--- config.mk ---
export PLATFORM = sky130hd
export DESIGN_NAME = rx_addr_screen
export DESIGN_NICKNAME = d
export VERILOG_FILES = /design/src/rtl/rx_addr_screen_pkg.sv /design/src/rtl/rx_addr_screen_ctrl.sv /design/src/rtl/rx_addr_screen_dp.sv /design/src/rtl/rx_addr_screen.sv
export SDC_FILE = /design/constraint.sdc
export NUM_CORES = 1
export LEC_CHECK = 0
export BUFFER_PORTS_ARGS = -buffer_cell sky130_fd_sc_hd__buf_2
export CORE_MARGIN = 4
export CORE_UTILIZATION = 50
export CTS_BUF_LIST = sky130_fd_sc_hd__clkbuf_8 sky130_fd_sc_hd__clkbuf_16
export DETAILED_ROUTE_END_ITERATION = 8
export PLACE_DENSITY = 0.62
export SLEW_MARGIN = 20
export SYNTH_ARGS = -nofsm -noshare
export SYNTH_HDL_FRONTEND = slang
export SYNTH_HIERARCHICAL = 1
export SYNTH_SLANG_ARGS = --single-unit
--- constraint.sdc ---
create_clock -name clk -period 3.4 [get_ports clk]
set_input_delay 0.34 -clock clk [delete_from_list [all_inputs] [get_ports clk]]
set_output_delay 0.34 -clock clk [all_outputs]
set_load 0.02 [all_outputs]
--- src/rtl/rx_addr_screen_pkg.sv ---
package rx_addr_screen_pkg;

  localparam int NUM_ADDR_BYTES = 6;
  localparam int NUM_HASH_BYTES = 8;
  localparam int HASH_BITS      = NUM_HASH_BYTES * 8;
  localparam int BIN_W          = $clog2(HASH_BITS);
  localparam int IDX_W          = $clog2(NUM_ADDR_BYTES + 1);
  localparam int CFG_ADDR_W     = 4;
  localparam int HASH_BASE      = 8;
  localparam int CRC_W          = 32;
  localparam logic [CRC_W-1:0] CRC_POLY = 32'h04C11DB7;

  // strobes from sequencing control to the address datapath
  typedef struct packed {
    logic             loadCfg;   // copy pending config into the active set
    logic             firstByte; // current byte opens a new address
    logic             takeByte;  // current byte belongs to the address
    logic [IDX_W-1:0] byteIdx;   // position of the current byte
  } dpStrobe_t;

  // eight CRC steps, data bit 0 first
  function automatic logic [CRC_W-1:0] crcStepByte(input logic [CRC_W-1:0] cIn,
                                                   input logic [7:0] dIn);
    logic [CRC_W-1:0] c;
    logic fb;
    c = cIn;
    for (int k = 0; k < 8; k++) begin
      fb = c[CRC_W-1] ^ dIn[k];
      c  = {c[CRC_W-2:0], 1'b0} ^ (fb ? CRC_POLY : '0);
    end
    return c;
  endfunction

endpackage

--- src/rtl/rx_addr_screen_ctrl.sv ---
module rx_addr_screen_ctrl
  import rx_addr_screen_pkg::*;
(
  input  logic      clk,
  input  logic      rstN,
  input  logic      frameStart,
  input  logic      byteValid,
  input  logic      frameEnd,
  output dpStrobe_t strobe,
  output logic      decideQ,
  output logic      abortQ
);

  localparam logic [IDX_W-1:0] LAST_IDX = IDX_W'(NUM_ADDR_BYTES - 1);
  localparam logic [IDX_W-1:0] DONE_CNT = IDX_W'(NUM_ADDR_BYTES);

  logic [IDX_W-1:0] byteCnt, byteCntNext;
  logic startNow, busy, lastByte, midByte, shortEnd;

  always_comb begin
    startNow = frameStart & byteValid;
    busy     = (byteCnt != '0) && (byteCnt < DONE_CNT);
    lastByte = byteValid & ~startNow & (byteCnt == LAST_IDX);
    midByte  = byteValid & ~startNow & busy & ~lastByte;
    shortEnd = frameEnd & ~startNow & busy & ~lastByte;
  end

  always_comb begin
    strobe.loadCfg   = startNow;
    strobe.firstByte = startNow;
    strobe.takeByte  = startNow | midByte | lastByte;
    strobe.byteIdx   = startNow ? '0 : byteCnt;
  end

  always_comb begin
    byteCntNext = byteCnt;
    if (startNow)      byteCntNext = IDX_W'(1);
    else if (lastByte) byteCntNext = DONE_CNT;
    else if (shortEnd) byteCntNext = '0;
    else if (midByte)  byteCntNext = byteCnt + IDX_W'(1);
  end

  always_ff @(posedge clk) begin
    if (!rstN) begin
      byteCnt <= '0;
      decideQ <= 1'b0;
      abortQ  <= 1'b0;
    end else begin
      byteCnt <= byteCntNext;
      decideQ <= lastByte;
      abortQ  <= shortEnd | (startNow & busy);
    end
  end

endmodule

--- src/rtl/rx_addr_screen_dp.sv ---
module rx_addr_screen_dp
  import rx_addr_screen_pkg::*;
(
  input  logic                  clk,
  input  logic                  rstN,
  input  logic                  cfgWe,
  input  logic [CFG_ADDR_W-1:0] cfgAddr,
  input  logic [7:0]            cfgData,
  input  logic                  bcastEn,
  input  logic                  mcastEn,
  input  logic [7:0]            rxByte,
  input  dpStrobe_t             strobe,
  output logic                  pass
);

  logic [NUM_ADDR_BYTES-1:0][7:0] staPend, staAct, staUse;
  logic [NUM_HASH_BYTES-1:0][7:0] hashPend, hashAct;
  logic [HASH_BITS-1:0]           hashFlat;
  logic                           bcAct, mcAct;

  logic [CRC_W-1:0] crcQ;
  logic             ucMatch, allOnes, groupBit;
  logic [7:0]       staByte;
  logic [BIN_W-1:0] bin;
  logic             hashHit;

  // pending configuration, written at any time
  always_ff @(posedge clk) begin
    if (!rstN) begin
      staPend  <= '0;
      hashPend <= '0;
    end else if (cfgWe) begin
      for (int i = 0; i < NUM_ADDR_BYTES; i++)
        if (cfgAddr == CFG_ADDR_W'(i)) staPend[i] <= cfgData;
      for (int j = 0; j < NUM_HASH_BYTES; j++)
        if (cfgAddr == CFG_ADDR_W'(HASH_BASE + j)) hashPend[j] <= cfgData;
    end
  end

  // active configuration, frozen at each frame start
  always_ff @(posedge clk) begin
    if (!rstN) begin
      staAct  <= '0;
      hashAct <= '0;
      bcAct   <= 1'b0;
      mcAct   <= 1'b0;
    end else if (strobe.loadCfg) begin
      staAct  <= staPend;
      hashAct <= hashPend;
      bcAct   <= bcastEn;
      mcAct   <= mcastEn;
    end
  end

  // the first byte compares against the values being loaded in the same edge
  for (genvar g = 0; g < NUM_ADDR_BYTES; g++) begin : g_staSel
    assign staUse[g] = strobe.loadCfg ? staPend[g] : staAct[g];
  end

  always_comb begin
    staByte = '0;
    for (int i = 0; i < NUM_ADDR_BYTES; i++)
      if (strobe.byteIdx == IDX_W'(i)) staByte = staUse[i];
  end

  always_ff @(posedge clk) begin
    if (!rstN) begin
      crcQ     <= '1;
      ucMatch  <= 1'b0;
      allOnes  <= 1'b0;
      groupBit <= 1'b0;
    end else if (strobe.takeByte) begin
      crcQ    <= crcStepByte(strobe.firstByte ? '1 : crcQ, rxByte);
      ucMatch <= (strobe.firstByte | ucMatch) & (rxByte == staByte);
      allOnes <= (strobe.firstByte | allOnes) & (&rxByte);
      if (strobe.firstByte) groupBit <= rxByte[0];
    end
  end

  assign hashFlat = hashAct;
  assign bin      = crcQ[CRC_W-1 -: BIN_W];
  assign hashHit  = hashFlat[bin];

  always_comb begin
    if (allOnes)       pass = bcAct;
    else if (groupBit) pass = mcAct & hashHit;
    else               pass = ucMatch;
  end

endmodule

--- src/rtl/rx_addr_screen.sv ---
module rx_addr_screen
  import rx_addr_screen_pkg::*;
(
  input  logic                  clk,
  input  logic                  rstN,
  input  logic                  frameStart,
  input  logic                  byteValid,
  input  logic [7:0]            rxByte,
  input  logic                  frameEnd,
  input  logic                  cfgWe,
  input  logic [CFG_ADDR_W-1:0] cfgAddr,
  input  logic [7:0]            cfgData,
  input  logic                  bcastEn,
  input  logic                  mcastEn,
  output logic                  acceptPulse,
  output logic                  rejectPulse
);

  dpStrobe_t strobe;
  logic decideQ, abortQ, pass;

  rx_addr_screen_ctrl u_ctrl (
    .clk       (clk),
    .rstN      (rstN),
    .frameStart(frameStart),
    .byteValid (byteValid),
    .frameEnd  (frameEnd),
    .strobe    (strobe),
    .decideQ   (decideQ),
    .abortQ    (abortQ)
  );

  rx_addr_screen_dp u_dp (
    .clk    (clk),
    .rstN   (rstN),
    .cfgWe  (cfgWe),
    .cfgAddr(cfgAddr),
    .cfgData(cfgData),
    .bcastEn(bcastEn),
    .mcastEn(mcastEn),
    .rxByte (rxByte),
    .strobe (strobe),
    .pass   (pass)
  );

  assign acceptPulse = decideQ & pass;
  assign rejectPulse = abortQ | (decideQ & ~pass);

endmodule

* After elaboration in Yosys (flattened, before gate mapping)
Index checks and enable logic that the tools add are counted.
** Word-level totals
- Output and inout bits :: 2
- Logic and storage cells :: 154
- Input port bits :: 28
- Flip-flop bits (word level) :: 266
** Cells by class
- Bitwise operators :: 40
- Add/sub/neg operators :: 1
- $lt $le $gt $ge :: 2
- Reductions and logical operators :: 23
- Muxes and demuxes :: 30
- Eq/ne operators :: 20
** Operators with widths (number)
- 32-bit XOR :: 8
- 27-bit 2-to-1 mux :: 8
- 8-bit 2-to-1 mux :: 12
- 4-bit == test, second input constant :: 8
- 32-bit 2-to-1 mux :: 1
- 2-bit AND reduction :: 15
- 1-bit bitwise AND :: 14
- 3-bit 2-to-1 mux :: 4
- 3-bit == test, second input constant :: 3
- 4-bit by 2-bit == test with 1-bit output, second input constant :: 2
- 4-bit by 3-bit == test with 1-bit output, second input constant :: 2
- 8-bit == test :: 1
- 8-bit AND reduction :: 1
- 1-bit XOR :: 8
- 6-bit by 7-bit less-than comparator with 1-bit output, second input constant :: 1
- 1-bit binary-select mux with 6-bit select :: 1
- 3-bit by 2-bit == test with 1-bit output, second input constant :: 2
- 1-bit bitwise OR :: 6
- 3-bit nonzero test :: 2
- 4-bit by 1-bit == test with 1-bit output, second input constant :: 1
- 4-bit logical NOT :: 1
- 1-bit 2-to-1 mux :: 4
- 1-bit inverter :: 4
- 4-bit nonzero test :: 1
- other kinds (6) :: 6

* Depth between registers and ports, before layout
Gate-level depths: netlist of run 1.
- Word-level depth :: 26
- Depth in mapped cells :: 13
- Mapped depth without buffers :: 11

* Cells and area by module
Netlist of run 1, hierarchy kept.
** By module, submodules not included
- rx_addr_screen_dp :: area each 12308.1 um^2, cells an instance 1188, sequential area each 5225.0 um^2, times used 1
- rx_addr_screen_ctrl :: area each 407.9 um^2, cells an instance 45, sequential area each 100.1 um^2, times used 1
- rx_addr_screen :: area each 18.8 um^2, cells an instance 3, sequential area each 0.0 um^2, times used 1

* Worst setup path after synthesis of run 1
OpenSTA, ideal clock, no wires.
- Kind :: input port to flip-flop
- Start :: in byteValid
- End :: reg u_dp.ucMatch
- Buffers on the path :: 5
- Data required time :: 3325 ps
- Arrival :: 2392 ps
- Stages :: 13
- Slack :: 933 ps
- Library setup time :: 75 ps
- Cells stage by stage :: buf_6 nand2_1 inv_2 buf_4 buf_2 buf_4 buf_2 mux2i_1 a21oi_1 a2111o_1 o211ai_1 o2111ai_1 o22ai_1
** On the way
- Longest elaborated chain between the ends :: 11
- Elaborated cells on any way between the ends :: 31
- Those cells by class :: eq/ne: 6; mux: 13; bitwise: 11; reduce/logical: 1
** RTL lines
- start: declaration :: line rx_addr_screen.sv:7 : input logic byteValid,
- 1-bit bitwise AND (*) :: line rx_addr_screen_ctrl.sv:21 : startNow = frameStart & byteValid;
- net u_ctrl.startNow :: line rx_addr_screen_ctrl.sv:18 : logic startNow, busy, lastByte, midByte, shortEnd;
- 3-bit 2-to-1 mux :: line rx_addr_screen_ctrl.sv:32 : strobe.byteIdx = startNow ? '0 : byteCnt;
- 3-bit logical NOT :: line rx_addr_screen_dp.sv:63 : if (strobe.byteIdx == IDX_W'(i)) staByte = staUse[i];
- 8-bit 2-to-1 mux (6 in a row) :: line rx_addr_screen_dp.sv:63
- 8-bit == test :: line rx_addr_screen_dp.sv:74 : ucMatch <= (strobe.firstByte | ucMatch) & (rxByte == staByte);
- 1-bit bitwise AND :: line rx_addr_screen_dp.sv:74
- end signal: assignment :: line rx_addr_screen_dp.sv:74
- end: declaration :: line rx_addr_screen_dp.sv:22 : logic ucMatch, allOnes, groupBit;
The timed path passes the listed nets; every way through them passes the cells marked *.
A chain may end at the register's enable or synchronous reset.

* Worst setup path after layout of run 1
- Start :: reg u_dp.crcQ[26]
- End :: out acceptPulse
** On the way
- Longest elaborated chain between the ends :: 6
** RTL lines
- start: declaration :: line rx_addr_screen_dp.sv:21 : logic [CRC_W-1:0] crcQ;
- start signal: assignment :: line rx_addr_screen_dp.sv:73 : crcQ <= crcStepByte(strobe.firstByte ? '1 : crcQ, rxByte);
- 1-bit binary-select mux with 6-bit select :: line rx_addr_screen_dp.sv:82 : assign hashHit = hashFlat[bin];
- 1-bit 2-to-1 mux (implied by the code) :: line rx_addr_screen_dp.sv:82
- 1-bit bitwise AND :: line rx_addr_screen_dp.sv:86 : else if (groupBit) pass = mcAct & hashHit;
- 1-bit 2-to-1 mux :: line rx_addr_screen_dp.sv:86
- 1-bit 2-to-1 mux :: line rx_addr_screen_dp.sv:85 : if (allOnes) pass = bcAct;
- net pass :: line rx_addr_screen.sv:20 : logic decideQ, abortQ, pass;
- 1-bit bitwise AND :: line rx_addr_screen.sv:46 : assign acceptPulse = decideQ & pass;
- end: declaration :: line rx_addr_screen.sv:15 : output logic acceptPulse,
The timed path passes the listed nets, and every way through them passes these cells. The select of a mux whose other input is x is not followed.

==> results.ini, run 1 <==
[timing]
setup_ws_ps=168
fin_skew_ps=7.24
max-slew-margin-rel_pct=31.3
finalHoldViolCount=0
fmax_mhz=309
finalCritPeriodShare_pct=95.1
setup_viol=0
tns_ps=0
rsz0062_at_grt=no
period_needed_ps=3230
tightest_slew_ps=1030
drv_slew=0

[setup_path]
r2r_cells=10
cp.required_ps=3060
critPathBufInv=2
path_cells=buf_12, mux4_1, a22oi_1, a311oi_1, nor4_1, o21ai_1, and2_2, buf_2
regToRegEndpoint=u_dp/ucMatch$_SDFFE_PN0P_
critical_path_arrival_ps=2890
endpoint_kind=output port
r2r_slack_ps=620
worstSetupStartpointType=flop
crit_fanout=18
crit_path_max_incr_delay_ps=560
crit_family=compound AO/OA/AOI/OAI gates
worstReg2RegStart=u_ctrl/byteCnt[1]$_SDFFE_PP0P_
critPathKind=flop to output port
crit_slowest_cell=mux4_1

[logic_synthesis]
yosysTopAreaCell=dfxtp_1
synthArstFlopShare_pct=0
yosysUniqueCellTypes=69
synth_common_cells=dfxtp_1, mux2i_1, nor2b_1
yosysWarningCount=6
synth_cells=1236
ys.flop_type=dfxtp_1
synth_top_area_share_pct=41.8
yosys-top-cells-area=dfxtp_1, mux2i_1, nor2b_1
syn-mean-instance-area_um2=10.3
yosysSeqAreaShare_pct=41.8
netlist_area_mm2=0.0127
synth_edf_count=0
syn-num-nets=1267
post-synth-top-count-cell=dfxtp_1
ys_ff_latch=266

[cts]
cts_tree=yes
htreeDepth=1
cts_buffer_depth=3
cts.repair.resized=0
ctsHoldBuffers=0
cts_made_buffers=29
post_cts_buffers=0
clk_pin_slew_ps=60
insertion_delay_ps=540
clock_sinks=266
cts_root_buffer=clkbuf_16

[cells_and_area]
syn2layout_area_growth_pct=10.5
nets=1253
layout-drive-gt1-share_pct=11.3
diodes=0
design_area_mm2=0.0141

[route]
first_iter_violations=469
via_per_inst=5.32
wire_per_inst_um=18.0
postRouteWirelength_mm=28.3
ant_nets=0
vias=8339
drc=0
dr.pass1.iters=4

[floorplanning]
dieArea_mm2=0.0281
io_pins=30
rows=58
core_mm2=0.0251
dieHeight_um=168
start_util_pct=50.7
die_w_um=168

[power]
p_leak_nw=5.15
cellPowerDensity_mw_per_mm2=543
peakVddDrop_uv=412

[grt]
grt.overflow.total=0
grt_pass1_vias=8219
grtUsageTotal_pct=19.9
grt_pass1_wl_mm=46.1
grt_max_degree=126
antenna_found_initial=1

[run]
cap_viol_max_count=0

[hold_path]
min_from=mcastEn
worstHoldEndpoint=u_dp/mcAct$_SDFFE_PN0P_
hp-class=input pin to flop
hold_depth=3

[place]
gp_congestion=0.785
hpwl_mm=18.4
placed_cell_area_mm2=0.0131
dp_slack_ps=505
place.port_buffers=29

[run_status]
outcome=complete, no violations

tightest hold or removal path, cell delays in order:
cell and delay (ps):
buf_2 80, mux2i_1 60, nor2b_1 90
worst max path at each step:
stage | start | endpoint | slack, ps | cells past startpoint
finish | u_dp/crcQ[26]$_SDFFE_PN1P_ | acceptPulse | 170 | 8
global route | u_dp/crcQ[26]$_SDFFE_PN1P_ | acceptPulse | 2 | 8
CTS | u_dp/crcQ[26]$_SDFFE_PN1P_ | acceptPulse | 70 | 8
detailed placement | byteValid | u_dp/ucMatch$_SDFFE_PN0P_ | 510 | 11
global placement | byteValid | u_dp/ucMatch$_SDFFE_PN0P_ | 560 | 11
floorplan | byteValid | u_dp/ucMatch$_SDFFE_PN0P_ | 930 | 13
area by class of cell:
type	count	area, um2
clock buffer	36	822
clock inverter	11	176
fill	2243	11000
inverter	12	52.6
multi-input combinational	864	6950
sequential	266	5330
tap	330	413
timing repair buffer	49	339
logic make-up (layout without fill, tap and decap cells):
kind of cell,after synthesis,in the layout,share of synthesized area [%]
XOR/XNOR,74,74,5.95
adder cells (fa/ha/maj),3,3,0.295
AND/OR/NAND/NOR,402,402,18.1
flip-flops,266,266,41.8
AO/OA/AOI/OAI,113,113,6.13
buffers and inverters,106,108,3.74
multiplexers,272,272,24.0
sequential cells by signal, summed over array words and instances (netlist names):
name and cells:
u_dp/groupBit 1, u_dp/bcAct 1, u_dp/mcAct 1, u_dp/crcQ 32, u_dp/staAct 48, u_dp/staPend 48
u_dp/allOnes 1, u_dp/hashPend 64, u_dp/hashAct 64, u_ctrl/byteCnt 3, u_ctrl/abortQ 1, u_dp/ucMatch 1
u_ctrl/decideQ 1
metal layers:
layer	global-route usage, %	routed length [um]	vias up	share of wire (%)
met5	0	13	-	0.046
met4	3.78	495	2	1.8
met3	3.35	1100	41	3.9
met2	31.2	12600	98	44
met1	29.1	14100	3989	50
li1	-	-	4209	-
where the power goes:
| part | switching [mW] | internal (mW) |
|---|---|---|
| sequential | 0.0690 | 3.20 |
| combinational | 0.590 | 0.511 |
| clock | 1.22 | 2.06 |
metrics by stage:
step	util, %	power [mW]	hold slack, ps	cells
4_1_cts	56.0	7.74	45.0	1568
5_1_grt	56.1	7.97	83.4	1568
2_1_floorplan	-	4.20	442	1236
6_report	56.1	7.65	70.9	1568
3_5_place_dp	52.1	4.44	468	1521
3_3_place_gp	52.1	4.43	460	1521
placed cells by master (no fill, tap or decap), types with 5 or more instances in the layout:
| master | n |
|---|---|
| buf_2 | 28 |
| o21ai_0 | 31 |
| o22ai_1 | 9 |
| a311oi_1 | 8 |
| o211ai_1 | 18 |
| a211oi_1 | 8 |
| xnor2_1 | 51 |
| clkbuf_8 | 7 |
| clkbuf_16 | 29 |
| bufinv_16 | 5 |
| nand3_1 | 7 |
| mux4_2 | 17 |
| nand2b_1 | 6 |
| nor3_1 | 5 |
| dfxtp_1 | 266 |
| a21oi_1 | 8 |
| nor2b_1 | 231 |
| nand2_1 | 40 |
| or3_1 | 9 |
| inv_1 | 13 |
| nor2_1 | 62 |
| nand3b_1 | 6 |
| xor2_1 | 14 |
| mux4_1 | 6 |
| buf_4 | 17 |
| and2_1 | 5 |
| mux2i_1 | 245 |
(Power assumes the default switching activity.)
==> run 2: changes to the inputs <==
SYNTH_HIERARCHICAL = default   (was 1)
==> results.ini, run 2 <==
[run_status]
outcome=complete, no violations

[setup_path]
worstSetupStartpointType=flop
endpoint_kind=output port
r2r_cells=6
r2r_slack_ps=820
crit_family=multiplexers
path_common_cell=mux4_2
crit_fanout=5
regToRegEndpoint=u_dp.crcQ[12]$_SDFFE_PN1P_
crit_slowest_cell=mux4_2
worstReg2RegStart=u_ctrl.byteCnt[0]$_SDFFE_PN0P_
critPathBufInv=3
critPathKind=flop to output port
cp.required_ps=3060
path_cells=buf_12, mux4_2, mux4_2, mux2i_4, nor3b_2, a2111oi_2, buf_4, a21o_1, buf_6
crit_path_max_incr_delay_ps=540
critical_path_arrival_ps=3060

[route]
via_per_inst=5.45
postRouteWirelength_mm=27.9
dr.pass1.iters=5
wire_per_inst_um=17.4
vias=8732
first_iter_violations=602
drc=0
ant_nets=0

[cells_and_area]
layout-drive-gt1-share_pct=10.4
reg.largest.list=u_dp.hashAct (64), u_dp.hashPend (64)
fin_util_pct=57.0
diodes=0
final_cell_mix=nand2_1, dfxtp_1, nor2_1
design_area_mm2=0.0129
layoutNonFillerInstCount=1603
syn2layout_area_growth_pct=12.4
nets=1330
final_common_cell=nand2_1
nFillCells=2076

[run]
cap_viol_max_count=0

[timing]
hold_ws_ps=31.0
fmax_mhz=294
max-slew-margin-rel_pct=26.4
drv_slew=0
finalHoldViolCount=0
tightest_slew_ps=1100
tns_ps=0
setup_viol=0
fin_skew_ps=11.7
finalCritPeriodShare_pct=100
period_needed_ps=3400
rsz0062_at_grt=yes

[power]
p_leak_nw=4.84
peakVddDrop_uv=333
cellPowerDensity_mw_per_mm2=584

[cts]
cts_root_buffer=clkbuf_16
cts_buffer_depth=3
insertion_delay_ps=550
ctsHoldBuffers=0
cts_tree=yes
clock_sinks=266
clk_pin_slew_ps=60
cts_made_buffers=29
htreeDepth=1

[floorplanning]
die_w_um=159
dieHeight_um=159
rows=55
start_util_pct=50.7
io_pins=30
dieArea_mm2=0.0254
core_mm2=0.0226

[logic_synthesis]
yosys-top-cells-area=dfxtp_1, mux2i_1, nand2_1
yosysSeqAreaShare_pct=46.5
ys_ff_latch=266
syn-num-nets=1337
syn-mean-instance-area_um2=8.76
synthArstFlopShare_pct=0
synth_top_area_share_pct=46.5
synth_cells=1306
post-synth-top-count-cell=nand2_1
netlist_area_mm2=0.0114
synth_common_cells=nand2_1, dfxtp_1, nor2_1
yosysTopAreaCell=dfxtp_1
ys.flop_type=dfxtp_1
yosysUniqueCellTypes=52
synth_edf_count=0
yosysWarningCount=0

[grt]
antenna_found_initial=0
grtUsageTotal_pct=21.7
grt_pass1_vias=8309
grt_pass1_wl_mm=45.3
grt.overflow.total=0
grt_max_degree=105

[hold_path]
hp-class=input pin to flop
worstHoldEndpoint=u_dp.bcAct$_SDFFE_PN0P_
min_from=bcastEn
hold_depth=3

[place]
numPlacedInstances=1549
placed_cell_area_mm2=0.0118
gp_congestion=0.839
hpwl_mm=17.7
place.port_buffers=29

[run 2: cell count changes in the layout (fill, tap and decap cells not counted), sizes merged, moves of 12 or more]
cell   previous run  this run
nand2            40       283
nor2b           231         5
mux2i           246       115
a21oi             8       127
nor2             66       161
o21ai            34        18
xnor2            56        69
buf              49        61
[run 2: worst max-delay path by stage]
stage / startpoint / to / slack, ps / cells past startpoint
3_3_place_gp: u_dp.crcQ[26]$_SDFFE_PN1P_ / rejectPulse / 360 / 9
3_5_place_dp: u_dp.crcQ[26]$_SDFFE_PN1P_ / rejectPulse / 340 / 9
6_report: u_dp.crcQ[26]$_SDFFE_PN1P_ / rejectPulse / 0.2 / 9
2_1_floorplan: u_dp.crcQ[26]$_SDFFE_PN1P_ / rejectPulse / 660 / 8
5_1_grt: u_dp.crcQ[26]$_SDFFE_PN1P_ / rejectPulse / -160 / 10
4_1_cts: u_dp.crcQ[26]$_SDFFE_PN1P_ / rejectPulse / -30 / 9
[run 2: per-stage QoR]
stage	total power, mW	setup slack (ps)
3_5_place_dp	4.44	336
5_1_grt	7.81	-155
2_1_floorplan	4.17	662
6_report	7.51	0.215
3_3_place_gp	4.43	358
4_1_cts	7.57	-34.5
[run 2: per-layer routing]
layer	wire length [um]	track usage [%]	up-vias	part of all wire, %
met1	13700	31.7	4164	49
met3	1190	3.03	40	4.3
met5	0	0	-	0
met2	12400	33.9	167	44
li1	-	-	4361	-
met4	575	5.40	0	2.1
[run 2: cell families after synthesis]
family	count (synthesis)	synth area share, %
flip-flops	266	46.5
XOR/XNOR	95	7.40
AO/OA/AOI/OAI	208	10.7
buffers and inverters	102	3.58
multiplexers	135	14.0
AND/OR/NAND/NOR	497	17.5
adder cells (fa/ha/maj)	3	0.328
[run 2: layout make-up]
type	instances	area (um2)	share of cell area (%)
multi-input cells	938	5750	44.7
inverters	3	16.3	0.126
clock buffers	35	808	6.28
clock inverters	15	149	1.16
repair buffers	61	453	3.52
flip-flops and latches	266	5330	41.4
well taps	285	357	2.77
[run 2: worst min-delay path: stages]
cell and delay (ps):
buf_2 90, nand2_1 50, a21oi_1 50
[run 2: repair_timing]
action                     CTS  global route
pin swaps                    3             0
setup endpoints to repair    2             2
cloned                       1             0
setup buffers                3             0
resized for setup            9             0
[run 2: report_power, final]
group | internal [mW] | switching, mW | total (mW)
Clock | 1.84 | 1.27 | 3.11
Combinational | 0.491 | 0.622 | 1.11
Sequential | 3.21 | 0.0757 | 3.28
